### config.mk
export PLATFORM = sky130hd
export DESIGN_NAME = fbdiv_top
export DESIGN_NICKNAME = d
export VERILOG_FILES = /design/src/rtl/fbdiv_pkg.sv /design/src/rtl/fbdiv_prescaler.sv /design/src/rtl/fbdiv_swallow.sv /design/src/rtl/fbdiv_doubler.sv /design/src/rtl/fbdiv_top.sv
export SDC_FILE = /design/constraint.sdc
export NUM_CORES = 1
export LEC_CHECK = 0
export BUFFER_PORTS_ARGS = -buffer_cell sky130_fd_sc_hd__clkbuf_2
export CAP_MARGIN = 20
export CORE_UTILIZATION = 55
export CTS_BUF_LIST = sky130_fd_sc_hd__clkbuf_8
export CTS_CLUSTER_SIZE = 16
export DETAILED_ROUTE_END_ITERATION = 6
export GPL_TIMING_DRIVEN = 1
export HOLD_SLACK_MARGIN = 0.03
export PLACE_DENSITY = 0.78
export SKIP_CTS_REPAIR_TIMING = 1
export SYNTH_ARGS = -nofsm -noshare
export SYNTH_HDL_FRONTEND = slang
export SYNTH_SLANG_ARGS = --single-unit
### constraint.sdc
create_clock -name clk -period 2.7 [get_ports clk]
set_clock_uncertainty 0.15 [all_clocks]
set_input_delay 0.27 -clock clk [delete_from_list [all_inputs] [get_ports clk]]
set_output_delay 0.27 -clock clk [all_outputs]
set_load 0.005 [all_outputs]
### src/rtl/fbdiv_pkg.sv
package fbdiv_pkg;

  typedef enum logic {
    PS_LO = 1'b0,
    PS_HI = 1'b1
  } ps_mode_e;

  // Limit the sweep length to the supported window.
  function automatic int unsigned clamp_m(input int unsigned m,
                                          input int unsigned lo,
                                          input int unsigned hi);
    if (m < lo) return lo;
    if (m > hi) return hi;
    return m;
  endfunction

  // Full division ratio for one output period.
  function automatic int unsigned fb_modulus(input int unsigned a,
                                             input int unsigned m,
                                             input bit          dbl,
                                             input int unsigned pre_lo);
    int unsigned n;
    n = pre_lo * m + a;
    return dbl ? 2 * n : n;
  endfunction

endpackage

### src/rtl/fbdiv_prescaler.sv
module fbdiv_prescaler
  import fbdiv_pkg::*;
#(
  parameter int unsigned PRE_LO = 4,
  localparam int unsigned CW    = $clog2(PRE_LO + 1)
) (
  input  logic          clk,
  input  logic          rst_n,
  input  logic          restart,
  input  ps_mode_e      mode,
  output logic [CW-1:0] cnt,
  output logic          tc
);

  localparam logic [CW-1:0] LAST_LO = CW'(PRE_LO - 1);
  localparam logic [CW-1:0] LAST_HI = CW'(PRE_LO);

  logic [CW-1:0] last_val;

  always_comb begin
    unique case (mode)
      PS_HI:   last_val = LAST_HI;
      default: last_val = LAST_LO;
    endcase
  end

  assign tc = (cnt == last_val);

  always_ff @(posedge clk or negedge rst_n) begin
    if (!rst_n)          cnt <= '0;
    else if (restart)    cnt <= '0;
    else if (tc)         cnt <= '0;
    else                 cnt <= cnt + 1'b1;
  end

endmodule

### src/rtl/fbdiv_swallow.sv
module fbdiv_swallow
  import fbdiv_pkg::*;
#(
  parameter int unsigned AW = 2,
  parameter int unsigned MW = 7
) (
  input  logic          clk,
  input  logic          rst_n,
  input  logic          reload,
  input  logic [AW-1:0] a_load,
  input  logic [MW-1:0] m_load,
  input  logic          pre_tc,
  output ps_mode_e      mode,
  output logic          sweep_end,
  output logic [AW-1:0] a_left,
  output logic [MW-1:0] m_left
);

  assign mode      = (a_left != '0) ? PS_HI : PS_LO;
  assign sweep_end = pre_tc && (m_left == MW'(1));

  always_ff @(posedge clk or negedge rst_n) begin
    if (!rst_n) begin
      a_left <= '0;
      m_left <= '0;
    end else if (reload) begin
      a_left <= a_load;
      m_left <= m_load;
    end else if (pre_tc) begin
      if (a_left != '0) a_left <= a_left - 1'b1;
      if (m_left != '0) m_left <= m_left - 1'b1;
    end
  end

endmodule

### src/rtl/fbdiv_doubler.sv
module fbdiv_doubler (
  input  logic clk,
  input  logic rst_n,
  input  logic restart,
  input  logic sweep_end,
  input  logic dbl,
  output logic half,
  output logic boundary
);

  assign boundary = sweep_end && (!dbl || half);

  always_ff @(posedge clk or negedge rst_n) begin
    if (!rst_n)          half <= 1'b0;
    else if (restart)    half <= 1'b0;
    else if (sweep_end)  half <= dbl ? ~half : 1'b0;
  end

endmodule

### src/rtl/fbdiv_top.sv
module fbdiv_top
  import fbdiv_pkg::*;
#(
  parameter int unsigned PRE_LO = 4,
  parameter int unsigned M_MIN  = 9,
  parameter int unsigned M_MAX  = 98,
  parameter int unsigned AW     = $clog2(PRE_LO),
  parameter int unsigned MW     = 7
) (
  input  logic          clk,
  input  logic          rst_n,
  input  logic [AW-1:0] a_in,
  input  logic [MW-1:0] m_in,
  input  logic          dbl_in,
  output logic          pulse_out
);

  localparam int unsigned CW = $clog2(PRE_LO + 1);

  // Named internal events, brought out for the checker.
  logic          primed;
  logic          cfg_take;
  logic          pre_tc;
  logic          sweep_end;
  logic          boundary;
  logic          boundary_g;
  logic          half;
  logic          sel5;
  logic [CW-1:0] presc_cnt;
  ps_mode_e      mode;

  logic [AW-1:0] a_act;
  logic [MW-1:0] m_act;
  logic          dbl_act;
  logic [MW-1:0] m_eff;
  logic [AW-1:0] a_left;
  logic [MW-1:0] m_left;
  logic [AW-1:0] a_next;
  logic [MW-1:0] m_next;
  logic          sw_reload;

  assign m_eff      = MW'(clamp_m(32'(m_in), M_MIN, M_MAX));
  assign boundary_g = primed && boundary;
  assign cfg_take   = !primed || boundary_g;
  assign sw_reload  = cfg_take || sweep_end;
  assign a_next     = cfg_take ? a_in  : a_act;
  assign m_next     = cfg_take ? m_eff : m_act;
  assign sel5       = (mode == PS_HI);

  always_ff @(posedge clk or negedge rst_n) begin
    if (!rst_n) begin
      primed    <= 1'b0;
      a_act     <= '0;
      m_act     <= MW'(M_MIN);
      dbl_act   <= 1'b0;
      pulse_out <= 1'b0;
    end else begin
      primed    <= 1'b1;
      pulse_out <= boundary_g;
      if (cfg_take) begin
        a_act   <= a_in;
        m_act   <= m_eff;
        dbl_act <= dbl_in;
      end
    end
  end

  fbdiv_prescaler #(.PRE_LO(PRE_LO)) u_presc (
    .clk     (clk),
    .rst_n   (rst_n),
    .restart (!primed),
    .mode    (mode),
    .cnt     (presc_cnt),
    .tc      (pre_tc)
  );

  fbdiv_swallow #(.AW(AW), .MW(MW)) u_swallow (
    .clk       (clk),
    .rst_n     (rst_n),
    .reload    (sw_reload),
    .a_load    (a_next),
    .m_load    (m_next),
    .pre_tc    (pre_tc),
    .mode      (mode),
    .sweep_end (sweep_end),
    .a_left    (a_left),
    .m_left    (m_left)
  );

  fbdiv_doubler u_dbl (
    .clk       (clk),
    .rst_n     (rst_n),
    .restart   (!primed),
    .sweep_end (sweep_end),
    .dbl       (dbl_act),
    .half      (half),
    .boundary  (boundary)
  );

endmodule

==> results.ini, run 1 <==
[clocking]
clock_sinks=25
cts_max_path_buffers=2
h_tree_depth=1
worst_setup_hold_path_clk_slew_ns=0.09
cts.root.buffer_cell=sky130_fd_sc_hd__clkbuf_8
cts_buffers=3
clock_insertion_delay_at_the_later_pin_of_the_skew_report_ns=0.27
cts_tree=done

[global_routing]
grt_first_pass_wirelength_mm=5.31
track_usage_pct=26.8
initial_antenna_violation_count=0
grt_pass1_vias=1176
remaining_global_route_overflow=0
grt_max_degree=26

[synth]
synth_enable_flop_cells=0
synth_area_per_cell_um2=9.86
synth_area_mm2=0.00140
post_synthesis_net_count=158
synth_seq_cells=25
dominantRegCellSynth=sky130_fd_sc_hd__dfrtp_1
syn_inst=142
synth-async-reset-ratio_pct=100
ys_warn_count=0
yosysUniqueCellTypes=46
synth.yosys.seq_area_share_pct=44.9

[finish]
flow.area_growth_from_synthesis_pct=17.2
drive_above_1_share_pct=26.6
finalCoreUtilization_pct=71.4
fillerInstances=178
multi_input_area_um2=716
layout.cells.most_common_list=23 x sky130_fd_sc_hd__dfrtp_1, 17 x sky130_fd_sc_hd__nor2_1, 13 x sky130_fd_sc_hd__buf_4
regArea_um2=628
layout.cells.most_common=sky130_fd_sc_hd__dfrtp_1
nets=186
antenna-diode-count=0

[critical_path]
worst-r2r-setup-slack_ns=0.04
arrival_ns=2.67
number_of_cells_traversed_by_the_worst_register_to_register_path=7
timing.rr.start=u_swallow.m_left[1]$_DFFE_PN0P_
critPathSlowestCell=sky130_fd_sc_hd__o31a_1
r2r_end=u_swallow.a_left[1]$_DFFE_PN0P_
timing.critical_path.slowest_cell_delay_ns=0.41
crit_type=flip-flop to flip-flop
cp_launch_point=u_swallow.m_left[1]$_DFFE_PN0P_
timing.critical_path.from_type=flip-flop
worstPathCellList=inv_1 -> ha_1 -> or3b_4 -> or2_2 -> o31a_1 -> mux2_4 -> a221o_1
critPathRequiredTime_ns=2.71
cp-end-kind=flip-flop
critical_path.max_fanout=6

[timing]
setup_viol_count_final=0
actual_transition_at_the_worst_max_transition_pin_ns=0.581
timing.final.crit_share_pct=98.6
timing.fmax_ghz=0.376
period_needed_ns=2.66
final-hold-violation-count=0
drv_slew=0
final_critical_path_setup_slack_ns=0.0381
timing.slew.headroom_pct=61.3
final.hold.worst_slack_ns=0.0962

[route]
drt_drc_violations_left=0
dr_total_vias=1230
drt.antenna.violating_nets=0
vias_per_cell=6.24
routedWlPerCell_um=16.2
initialDrtViolationCount=44
totalWireLength_mm=3.18
drt_pre_antenna_iters=4

[power_and_ir_drop]
p_leak_nw=0.745
powerDensity_mw_per_mm2=570
irDropWorstVdd_mv=0.510
fin_total_pwr_mw=0.935

[floorplan]
row_count=17
die_outline_area_mm2=0.00275
ioPinCount=13
die_y_um=52.5
floorplan.die.width_um=52.5
core_region_area_mm2=0.00230
floorplan.initialDensity_pct=60.9

[worst_hold_path]
min_delay_path_class=input pin to flip-flop
hold-path-cell-count=2
whs_endpoint=a_act[1]$_DFF_PN0_
min_from=a_in[1]

[place]
place_worst_setup_slack_ns=0.0525
gp_congestion=0.918
post-dp-hpwl_mm=2.34
io_buffers=12

[job]
max-cap-violations=0

[outcome]
status=complete, no violations

power by group:
group	switching, mW	leakage (nW)	internal (mW)
logic	0.125	0.422	0.120
registers	0.0400	0.302	0.426
clock network	0.119	0.0217	0.105
total	0.285	0.745	0.651
stage by stage:
step / setup TNS (ns) / cell area [µm²] / cells
finish: 0 / 1640 / 197
global route: -0.00616 / 1640 / 197
CTS: 0 / 1600 / 193
detailed placement: 0 / 1550 / 189
global placement: 0 / 1550 / 189
floorplan: 0 / 1400 / 142
layout make-up:
type,count,area share (%)
Multi-Input combinational cell,104,43.6
Sequential cell,25,38.3
Timing Repair Buffer,27,10.9
Clock buffer,3,2.52
Tap cell,28,2.14
Inverter,9,2.06
Clock inverter,1,0.458
kinds of logic (layout without fill, tap and decap cells):
logic type               count (synthesis)  after routing  share of synthesized area [%]
AND/OR/NAND/NOR                         49             49                           18.4
other                                    1              1                          0.268
buffers and inverters                   13             40                           4.56
AO/OA/AOI/OAI                           40             40                           19.6
XOR/XNOR                                 1              1                          0.626
adder cells (fa/ha/maj)                  4              4                           3.57
multiplexers                             9              9                           8.13
flip-flops                              25             25                           44.9
registers in the layout (all words and copies together), names as in the netlist:
name,flops
u_presc.cnt,3
pulse_out,1
u_swallow.m_left,7
u_swallow.a_left,2
m_act,7
u_dbl.half,1
primed,1
dbl_act,1
a_act,2
worst max-delay path: cells and delay by family, from the launching register on:
family	cells	cell delay [ns]
simple gates	2	0.72
fa+ha+maj	1	0.14
flops	1	0.38
compound gates	2	0.73
buf+inv	1	0.09
mux	1	0.34
synthesized netlist by cell type, types with 2 or more instances:
master                     instances  area, µm²
sky130_fd_sc_hd__mux2i_1           2       20.0
sky130_fd_sc_hd__buf_6             2       22.5
sky130_fd_sc_hd__nor4_1            3       18.8
sky130_fd_sc_hd__nor2b_1           2       12.5
sky130_fd_sc_hd__nand3_1           2       10.0
sky130_fd_sc_hd__dfstp_2           2       52.6
sky130_fd_sc_hd__o31a_1            3       26.3
sky130_fd_sc_hd__inv_1             9       33.8
sky130_fd_sc_hd__a211oi_1          2       15.0
sky130_fd_sc_hd__o22ai_1           4       25.0
sky130_fd_sc_hd__nor3_1            2       10.0
sky130_fd_sc_hd__mux2_4            4       60.1
sky130_fd_sc_hd__o21ai_0          10       50.1
sky130_fd_sc_hd__nand2_1          10       37.5
sky130_fd_sc_hd__nor2_1           17       63.8
sky130_fd_sc_hd__o21ai_1           2       10.0
sky130_fd_sc_hd__clkbuf_1          2       7.51
sky130_fd_sc_hd__a21oi_1           4       20.0
sky130_fd_sc_hd__dfrtp_1          23        576
sky130_fd_sc_hd__ha_1              4       50.1
sky130_fd_sc_hd__and2_1            2       12.5
sky130_fd_sc_hd__a32oi_1           2       17.5
sky130_fd_sc_hd__o31ai_1           2       15.0
sky130_fd_sc_hd__a32o_1            2       20.0
sky130_fd_sc_hd__mux2_2            3       33.8
sky130_fd_sc_hd__nor4b_1           2       17.5
layer usage:
| metal | track usage, % | up-vias | part of all wire [%] |
|---|---|---|---|
| met5 | 0 | - | 0 |
| met4 | 8.77 | 0 | 1.4 |
| met3 | 3.48 | 7 | 6.8 |
| met2 | 44.3 | 58 | 49 |
| met1 | 36.3 | 590 | 43 |
| li1 | - | 575 | - |
how the worst max path moves through the flow:
stage               cells after the start                               to
finish                                  7  u_swallow.a_left[1]$_DFFE_PN0P_
global route                            7  u_swallow.a_left[1]$_DFFE_PN0P_
CTS                                     7  u_swallow.a_left[1]$_DFFE_PN0P_
detailed placement                      7  u_swallow.a_left[1]$_DFFE_PN0P_
global placement                        7  u_swallow.a_left[1]$_DFFE_PN0P_
floorplan                               8  u_swallow.a_left[1]$_DFFE_PN0P_
(Power assumes the default switching activity.)
==> run 2: changes to the inputs <==
ABC_AREA = 1   (was unset)
PLACE_DENSITY = 0.77   (was 0.78)
==> run 2 against run 1 <==
  * Combinational power grew 8%
  * Sequential cell count is the same
  * Total power grew 2.1%
  * Largest cell class unchanged
  * Clock power is essentially flat
  * Highest routed layer unchanged
==> results.ini, run 2 <==
[route]
dr_total_vias=1210  ; -1.6%
vias_per_cell=5.08  ; -19%
totalWireLength_mm=2.82  ; -11%
drt.antenna.violating_nets=0  ; unchanged
drt_pre_antenna_iters=6  ; +2
routedWlPerCell_um=11.9  ; -27%
drt_drc_violations_left=0  ; unchanged
initialDrtViolationCount=36  ; -18%

[critical_path]
crit_type=flip-flop to flip-flop
cp-end-kind=flip-flop
arrival_ns=2.03  ; -0.64 ns
critPathRequiredTime_ns=2.71  ; about the same
timing.critical_path.from_type=flip-flop
critical_path.max_fanout=16  ; +10

[global_routing]
track_usage_pct=22.9  ; -3.9 points
grt_pass1_vias=1209  ; +2.8%
grt_first_pass_wirelength_mm=4.93  ; -7.0%
remaining_global_route_overflow=0  ; unchanged
grt_max_degree=26  ; unchanged
initial_antenna_violation_count=0  ; unchanged

[synth]
synth.most_common_cell=sky130_fd_sc_hd__nand2_1
syn_inst=193  ; +36%
synth_seq_cells=25  ; unchanged
ys_top_cells_by_count=50 x sky130_fd_sc_hd__nand2_1, 24 x sky130_fd_sc_hd__inv_1, 23 x sky130_fd_sc_hd__dfrtp_1
synth_area_per_cell_um2=8.00  ; -19%
synth-async-reset-ratio_pct=100  ; unchanged
dominantRegCellSynth=sky130_fd_sc_hd__dfrtp_1
synth.yosys.seq_area_share_pct=40.7  ; -4.2 points
ys_warn_count=0  ; unchanged
yosysUniqueCellTypes=32  ; -30%
synth_area_mm2=0.00154  ; +10%
post_synthesis_net_count=209  ; +32%
synth_top_area_cells=sky130_fd_sc_hd__dfrtp_1 37%, sky130_fd_sc_hd__nand2_1 12%, sky130_fd_sc_hd__nand2_2 6.5%
synth_top_cell_area_share_pct=37.3  ; -3.8 points
synth_area_leader_cell=sky130_fd_sc_hd__dfrtp_1
synth_enable_flop_cells=0  ; unchanged

[clocking]
cts.root.buffer_cell=sky130_fd_sc_hd__clkbuf_8
worst_setup_hold_path_clk_slew_ns=0.09  ; about the same
cts_tree=done
cts_buffers=3  ; unchanged
clock_insertion_delay_at_the_later_pin_of_the_skew_report_ns=0.27  ; about the same
cts_max_path_buffers=2  ; unchanged
h_tree_depth=1  ; unchanged
clock_sinks=25  ; unchanged

[place]
gp_congestion=0.781  ; -15%
post-dp-hpwl_mm=2.22  ; -5.0%
place_worst_setup_slack_ns=0.699  ; +0.646 ns
io_buffers=12  ; unchanged

[outcome]
status=complete, no violations

[power_and_ir_drop]
power.share.combinational_pct=27.8  ; +1.5 points
netSwitchingFraction_pct=34.1  ; +3.7 points
fin_total_pwr_mw=0.956  ; +2.1%
p_leak_nw=0.908  ; +22%
net_load_switching_power_mw=0.326  ; +14%
internal_power_mw=0.630  ; -3.2%
power.share.clock_pct=23.4  ; -0.5 points
powerDensity_mw_per_mm2=569  ; -0.14%
irDropWorstVdd_mv=0.373  ; -27%
p_seq_share_pct=48.8  ; -1.0 points

[floorplan]
floorplan.initialDensity_pct=60.1  ; -0.81 points
die_outline_area_mm2=0.00302  ; +9.9%
ioPinCount=13  ; unchanged
core_region_area_mm2=0.00257  ; +12%
die_y_um=55.0  ; +4.8%
floorplan.die.width_um=55.0  ; +4.8%
row_count=18  ; +1

[timing]
final_critical_path_setup_slack_ns=0.680  ; +0.642 ns
final.hold.worst_slack_ns=0.0535  ; -0.0426 ns
timing.fmax_ghz=0.495  ; +32%
actual_transition_at_the_worst_max_transition_pin_ns=0.622  ; +0.0407 ns
setup_viol_count_final=0  ; unchanged
final-hold-violation-count=0  ; unchanged
drv_slew=0  ; unchanged
timing.slew.headroom_pct=58.6  ; -2.7 points
period_needed_ns=2.02  ; -0.642 ns
grt_setup_unrepaired=false
timing.final.crit_share_pct=74.8  ; -24 points
setup_total_negative_slack_ns=0  ; unchanged

[finish]
drive_above_1_share_pct=23.6  ; -3.1 points
layout.cells.most_common_list=50 x sky130_fd_sc_hd__nand2_1, 24 x sky130_fd_sc_hd__inv_1, 23 x sky130_fd_sc_hd__dfrtp_1
biggestRegsByFlops=m_act (7), u_swallow.m_left (7), u_presc.cnt (3)
flow.area_growth_from_synthesis_pct=8.67
antenna-diode-count=0  ; unchanged
nets=225  ; +21%
layout.cells.most_common=sky130_fd_sc_hd__nand2_1
fillerInstances=231  ; +30%

[worst_hold_path]
min_delay_path_class=input pin to flip-flop

[job]
max-cap-violations=0  ; unchanged

==> run 2: changes by cell type after synthesis, sizes merged, moves of 4 or more <==
cell and delta:
nand3 +20, nand2 +58, o21ai -10, o22ai -4, inv +17, mux2 -7
==> run 2: routing by layer <==
layer | vias to the layer above | wire length (µm) | GRT usage [%]
met3 | 4 | 57 | 4.10
met1 | 553 | 1350 | 27.9
met5 | - | 0 | 0
met2 | 17 | 1380 | 39.4
met4 | 0 | 29 | 10.0
li1 | 636 | - | -
==> run 2: layout make-up <==
| type | instances | area (µm²) | area share [%] |
|---|---|---|---|
| inverters | 26 | 100 | 5.97 |
| well taps | 30 | 37.5 | 2.24 |
| clock inverters | 1 | 7.51 | 0.447 |
| flip-flops and latches | 25 | 628 | 37.4 |
| multi-input cells | 139 | 786 | 46.8 |
| clock buffers | 3 | 41.3 | 2.46 |
| repair buffers | 14 | 77.6 | 4.62 |
==> run 2: critical path: stages (launching register included) <==
cell	delay [ns]
sky130_fd_sc_hd__dfrtp_1	0.39
sky130_fd_sc_hd__inv_1	0.08
sky130_fd_sc_hd__ha_1	0.26
sky130_fd_sc_hd__inv_2	0.06
sky130_fd_sc_hd__nand2_1	0.07
sky130_fd_sc_hd__nand2_2	0.06
sky130_fd_sc_hd__nand2_4	0.12
sky130_fd_sc_hd__inv_4	0.07
sky130_fd_sc_hd__nand2_1	0.09
sky130_fd_sc_hd__nand2_2	0.21
sky130_fd_sc_hd__a211oi_1	0.30
sky130_fd_sc_hd__a21oi_2	0.05
==> run 2: cell families (layout without fill, tap and decap cells) <==
| kind of cell | count (synthesis) | in the layout | share of synthesized area (%) |
|---|---|---|---|
| buffers and inverters | 29 | 44 | 8.43 |
| AOI/OAI and AO/OA | 14 | 14 | 7.13 |
| adders and majority gates | 4 | 4 | 3.24 |
| DFF | 25 | 25 | 40.7 |
| xor gates and xnor gates | 5 | 5 | 2.84 |
| and+or+nand+nor | 115 | 115 | 37.4 |
| other | 1 | 1 | 0.243 |
==> run 2: worst paths after layout <==
check | startpoint | endpoint | slack (ns) | cells past startpoint
setup / recovery | u_swallow.a_left[0]$_DFFE_PN0P_ | u_swallow.a_left[0]$_DFFE_PN0P_ | 0.68 | 11
hold / removal | dbl_in | dbl_act$_DFFE_PN0N_ | 0.05 | 3
setup reg to reg | u_swallow.a_left[0]$_DFFE_PN0P_ | u_swallow.a_left[0]$_DFFE_PN0P_ | 0.68 | 11
hold reg to reg | dbl_act$_DFFE_PN0N_ | dbl_act$_DFFE_PN0N_ | 0.34 | 2
max in group asynchronous | rst_n | m_act[6]$_DFF_PN0_ | 1.60 | 2
min in group asynchronous | rst_n | u_presc.cnt[0]$_DFF_PN0_ | 0.38 | 2
==> run 2: power groups by stage <==
stage | sequential [mW] | combinational, mW | clock (mW)
floorplan | 0.466 | 0.212 | 0
global placement | 0.473 | 0.255 | 0
detailed placement | 0.474 | 0.263 | 0
CTS | 0.467 | 0.265 | 0.230
global route | 0.474 | 0.305 | 0.243
finish | 0.466 | 0.265 | 0.224
==> run 2: metrics by stage <==
stage                     instance area [µm²]  cells  util [%]
after floorplan                          1540    193         -
after global placement                   1620    233      63.1
after detailed placement                 1620    233      63.1
after CTS                                1670    237      65.0
after global routing                     1680    238      65.4
final                                    1680    238      65.4
==> run 3: changes to the inputs <==
CORE_UTILIZATION = 61   (was 55)
PLACE_DENSITY = 0.81   (was 0.77)
clock period = 1.95 ns   (was 2.7 ns; I/O delays follow)
==> run 3 against run 2 <==
  * Core utilization is 13 points higher
  * Setup slack worse by 0.59 ns
  * Sequential cell count stayed put
  * First-iteration DRC count is 33% lower
  * Count of clock-buffer cells in the layout stayed put
  * Die area is 9.5% lower
  * Routed wire length is 5.3% higher
  * Largest cell class unchanged
  * Highest routed layer unchanged
==> results.ini, run 3 (synthesized netlist as in run 2, its figures left out) <==
[outcome]
status=complete, no violations

[floorplan]
row_count=17  ; -1
core_region_area_mm2=0.00230  ; -11%
ioPinCount=13  ; unchanged
die_y_um=52.3  ; -4.9%
floorplan.initialDensity_pct=67.2  ; +7.1 points
die_outline_area_mm2=0.00274  ; -9.5%
floorplan.die.width_um=52.3  ; -4.9%

[place]
gp_congestion=0.840  ; +7.5%
io_buffers=12  ; unchanged
placement.cell_area_mm2=0.00163  ; +0.77%
post-dp-hpwl_mm=2.15  ; -3.4%

[clocking]
cts.root.buffer_cell=sky130_fd_sc_hd__clkbuf_8
cts_max_path_buffers=2  ; unchanged
cts_buffers=3  ; unchanged
clock_insertion_delay_at_the_later_pin_of_the_skew_report_ns=0.27  ; about the same
clock_sinks=25  ; unchanged
worst_setup_hold_path_clk_slew_ns=0.10  ; about the same
cts_tree=done
h_tree_depth=1  ; unchanged

[critical_path]
r2r_end=u_swallow.a_left[1]$_DFFE_PN0P_
timing.critical_path.from_type=flip-flop
number_of_cells_traversed_by_the_worst_register_to_register_path=14  ; +3
cp-end-kind=flip-flop
timing.rr.start=u_swallow.a_left[0]$_DFFE_PN0P_
critPathRequiredTime_ns=1.97  ; -0.74 ns
crit_type=flip-flop to flip-flop
worst-r2r-setup-slack_ns=0.09  ; -0.59 ns
arrival_ns=1.88  ; -0.15 ns
critical_path.max_fanout=7  ; -9

[global_routing]
grt_max_degree=26  ; unchanged
global_route.usage.met1_pct=29.3  ; +1.4 points
grtUsageMet3_pct=3.48  ; -0.62 points
remaining_global_route_overflow=0  ; unchanged
grt_first_pass_wirelength_mm=4.75  ; -3.8%
global_route.peak_usage_layer=met2
initial_antenna_violation_count=0  ; unchanged
grt_pass1_vias=1149  ; -5.0%
grt.met2_usage_pct=41.4  ; +2.0 points
track_usage_pct=23.4  ; +0.49 points

[timing]
drv_slew=0  ; unchanged
timing.fmax_ghz=0.537  ; +8.6%
setup_viol_count_final=0  ; unchanged
timing.slew.headroom_pct=59.8  ; +1.3 points
timing.final.crit_share_pct=95.4  ; +21 points
actual_transition_at_the_worst_max_transition_pin_ns=0.603  ; -0.0188 ns
period_needed_ns=1.86  ; -0.159 ns
final-hold-violation-count=0  ; unchanged
setup_total_negative_slack_ns=0  ; unchanged

[route]
drt_pre_antenna_iters=5  ; -1
routedWlPerCell_um=12.1  ; +2.3%
dr_total_vias=1287  ; +6.4%
vias_per_cell=5.25  ; +3.3%
drt_drc_violations_left=0  ; unchanged
totalWireLength_mm=2.97  ; +5.3%
drt.antenna.violating_nets=0  ; unchanged
initialDrtViolationCount=24  ; -33%

[finish]
post_route_standard_cell_area_excluding_fillers_mm2=0.00179  ; +6.6%
layout.cells.most_common=sky130_fd_sc_hd__nand2_1
drive_above_1_share_pct=26.7  ; +3.2 points
nets=234  ; +4.0%
flow.area_growth_from_synthesis_pct=15.9
layout.cells.most_common_list=50 x sky130_fd_sc_hd__nand2_1, 23 x sky130_fd_sc_hd__inv_1, 23 x sky130_fd_sc_hd__dfrtp_1
antenna-diode-count=0  ; unchanged
biggestRegsByFlops=m_act (7), u_swallow.m_left (7), u_presc.cnt (3)

[power_and_ir_drop]
p_leak_nw=0.961  ; +5.9%
irDropWorstVdd_mv=0.599  ; +61%
powerDensity_mw_per_mm2=757  ; +33%

[job]
max-cap-violations=0  ; unchanged

[worst_hold_path]
whs_endpoint=m_act[6]$_DFF_PN0_
min_delay_path_class=input pin to flip-flop
min_from=m_in[6]
hold-path-cell-count=3  ; unchanged

## run 3: changes by cell type in the layout (fill, tap and decap cells not counted), sizes merged
| cell | before | now |
|---|---|---|
| clkinvlp | 1 | 0 |
| clkinv | 0 | 1 |
| buf | 1 | 8 |
| dlygate4sd3 | 1 | 3 |
## run 3: worst max-delay path by stage
| stage | startpoint | endpoint | slack, ns | cells past startpoint |
|---|---|---|---|---|
| after global placement | u_swallow.a_left[0]$_DFFE_PN0P_ | u_swallow.m_left[6]$_DFFE_PN0P_ | 0.11 | 13 |
| after global routing | u_swallow.a_left[0]$_DFFE_PN0P_ | u_swallow.a_left[1]$_DFFE_PN0P_ | -0.009 | 14 |
| after floorplan | u_swallow.a_left[0]$_DFFE_PN0P_ | u_swallow.m_left[3]$_DFFE_PN0P_ | 0.20 | 13 |
| after detailed placement | u_swallow.a_left[0]$_DFFE_PN0P_ | u_swallow.m_left[6]$_DFFE_PN0P_ | 0.04 | 13 |
| after CTS | u_swallow.a_left[0]$_DFFE_PN0P_ | u_swallow.a_left[0]$_DFFE_PN0P_ | 0.02 | 11 |
| final | u_swallow.a_left[0]$_DFFE_PN0P_ | u_swallow.a_left[1]$_DFFE_PN0P_ | 0.09 | 14 |
## run 3: per-stage QoR
step	hold slack, ns	cells	setup slack (ns)	power [mW]	utilization (%)
2_1_floorplan	-0.251	193	0.197	0.939	-
3_3_place_gp	0.0727	233	0.110	1.01	71.0
3_5_place_dp	0.0803	233	0.0449	1.03	71.0
4_1_cts	-0.209	237	0.0191	1.33	73.0
5_1_grt	0.0427	245	-0.00853	1.44	77.9
6_report	0.0244	245	0.0890	1.35	77.9
## run 3: cell type report
type,instances,area (µm²)
clock buffer,3,41.3
clock inverter,1,5.00
fill,154,508
inverter,26,100
multi-input combinational,139,817
sequential,25,628
tap,28,35.0
timing repair buffer,23,163
## run 3: per-layer routing
layer | wire length (µm) | up-vias
met2 | 1460 | 22
met1 | 1410 | 610
li1 | - | 653
met4 | 27 | 0
met3 | 78 | 2
met5 | 0 | -
## run 3: critical path, stage by stage (launching register included)
cell and delay, ns:
sky130_fd_sc_hd__dfrtp_1 0.40, sky130_fd_sc_hd__inv_2 0.09, sky130_fd_sc_hd__ha_4 0.16, sky130_fd_sc_hd__inv_2 0.04
sky130_fd_sc_hd__nand2_1 0.06, sky130_fd_sc_hd__nand2_2 0.06, sky130_fd_sc_hd__nand2_4 0.08, sky130_fd_sc_hd__inv_4 0.05
sky130_fd_sc_hd__nand3_4 0.13, sky130_fd_sc_hd__nand2_8 0.08, sky130_fd_sc_hd__buf_4 0.16, sky130_fd_sc_hd__nand2_2 0.07
sky130_fd_sc_hd__nand3_1 0.09, sky130_fd_sc_hd__nand2_1 0.08, sky130_fd_sc_hd__nand2_1 0.05
## run 3: report_power, final
part / switching, mW / internal [mW]
sequential: 0.0614 / 0.590
clock: 0.167 / 0.143
combinational: 0.237 / 0.155
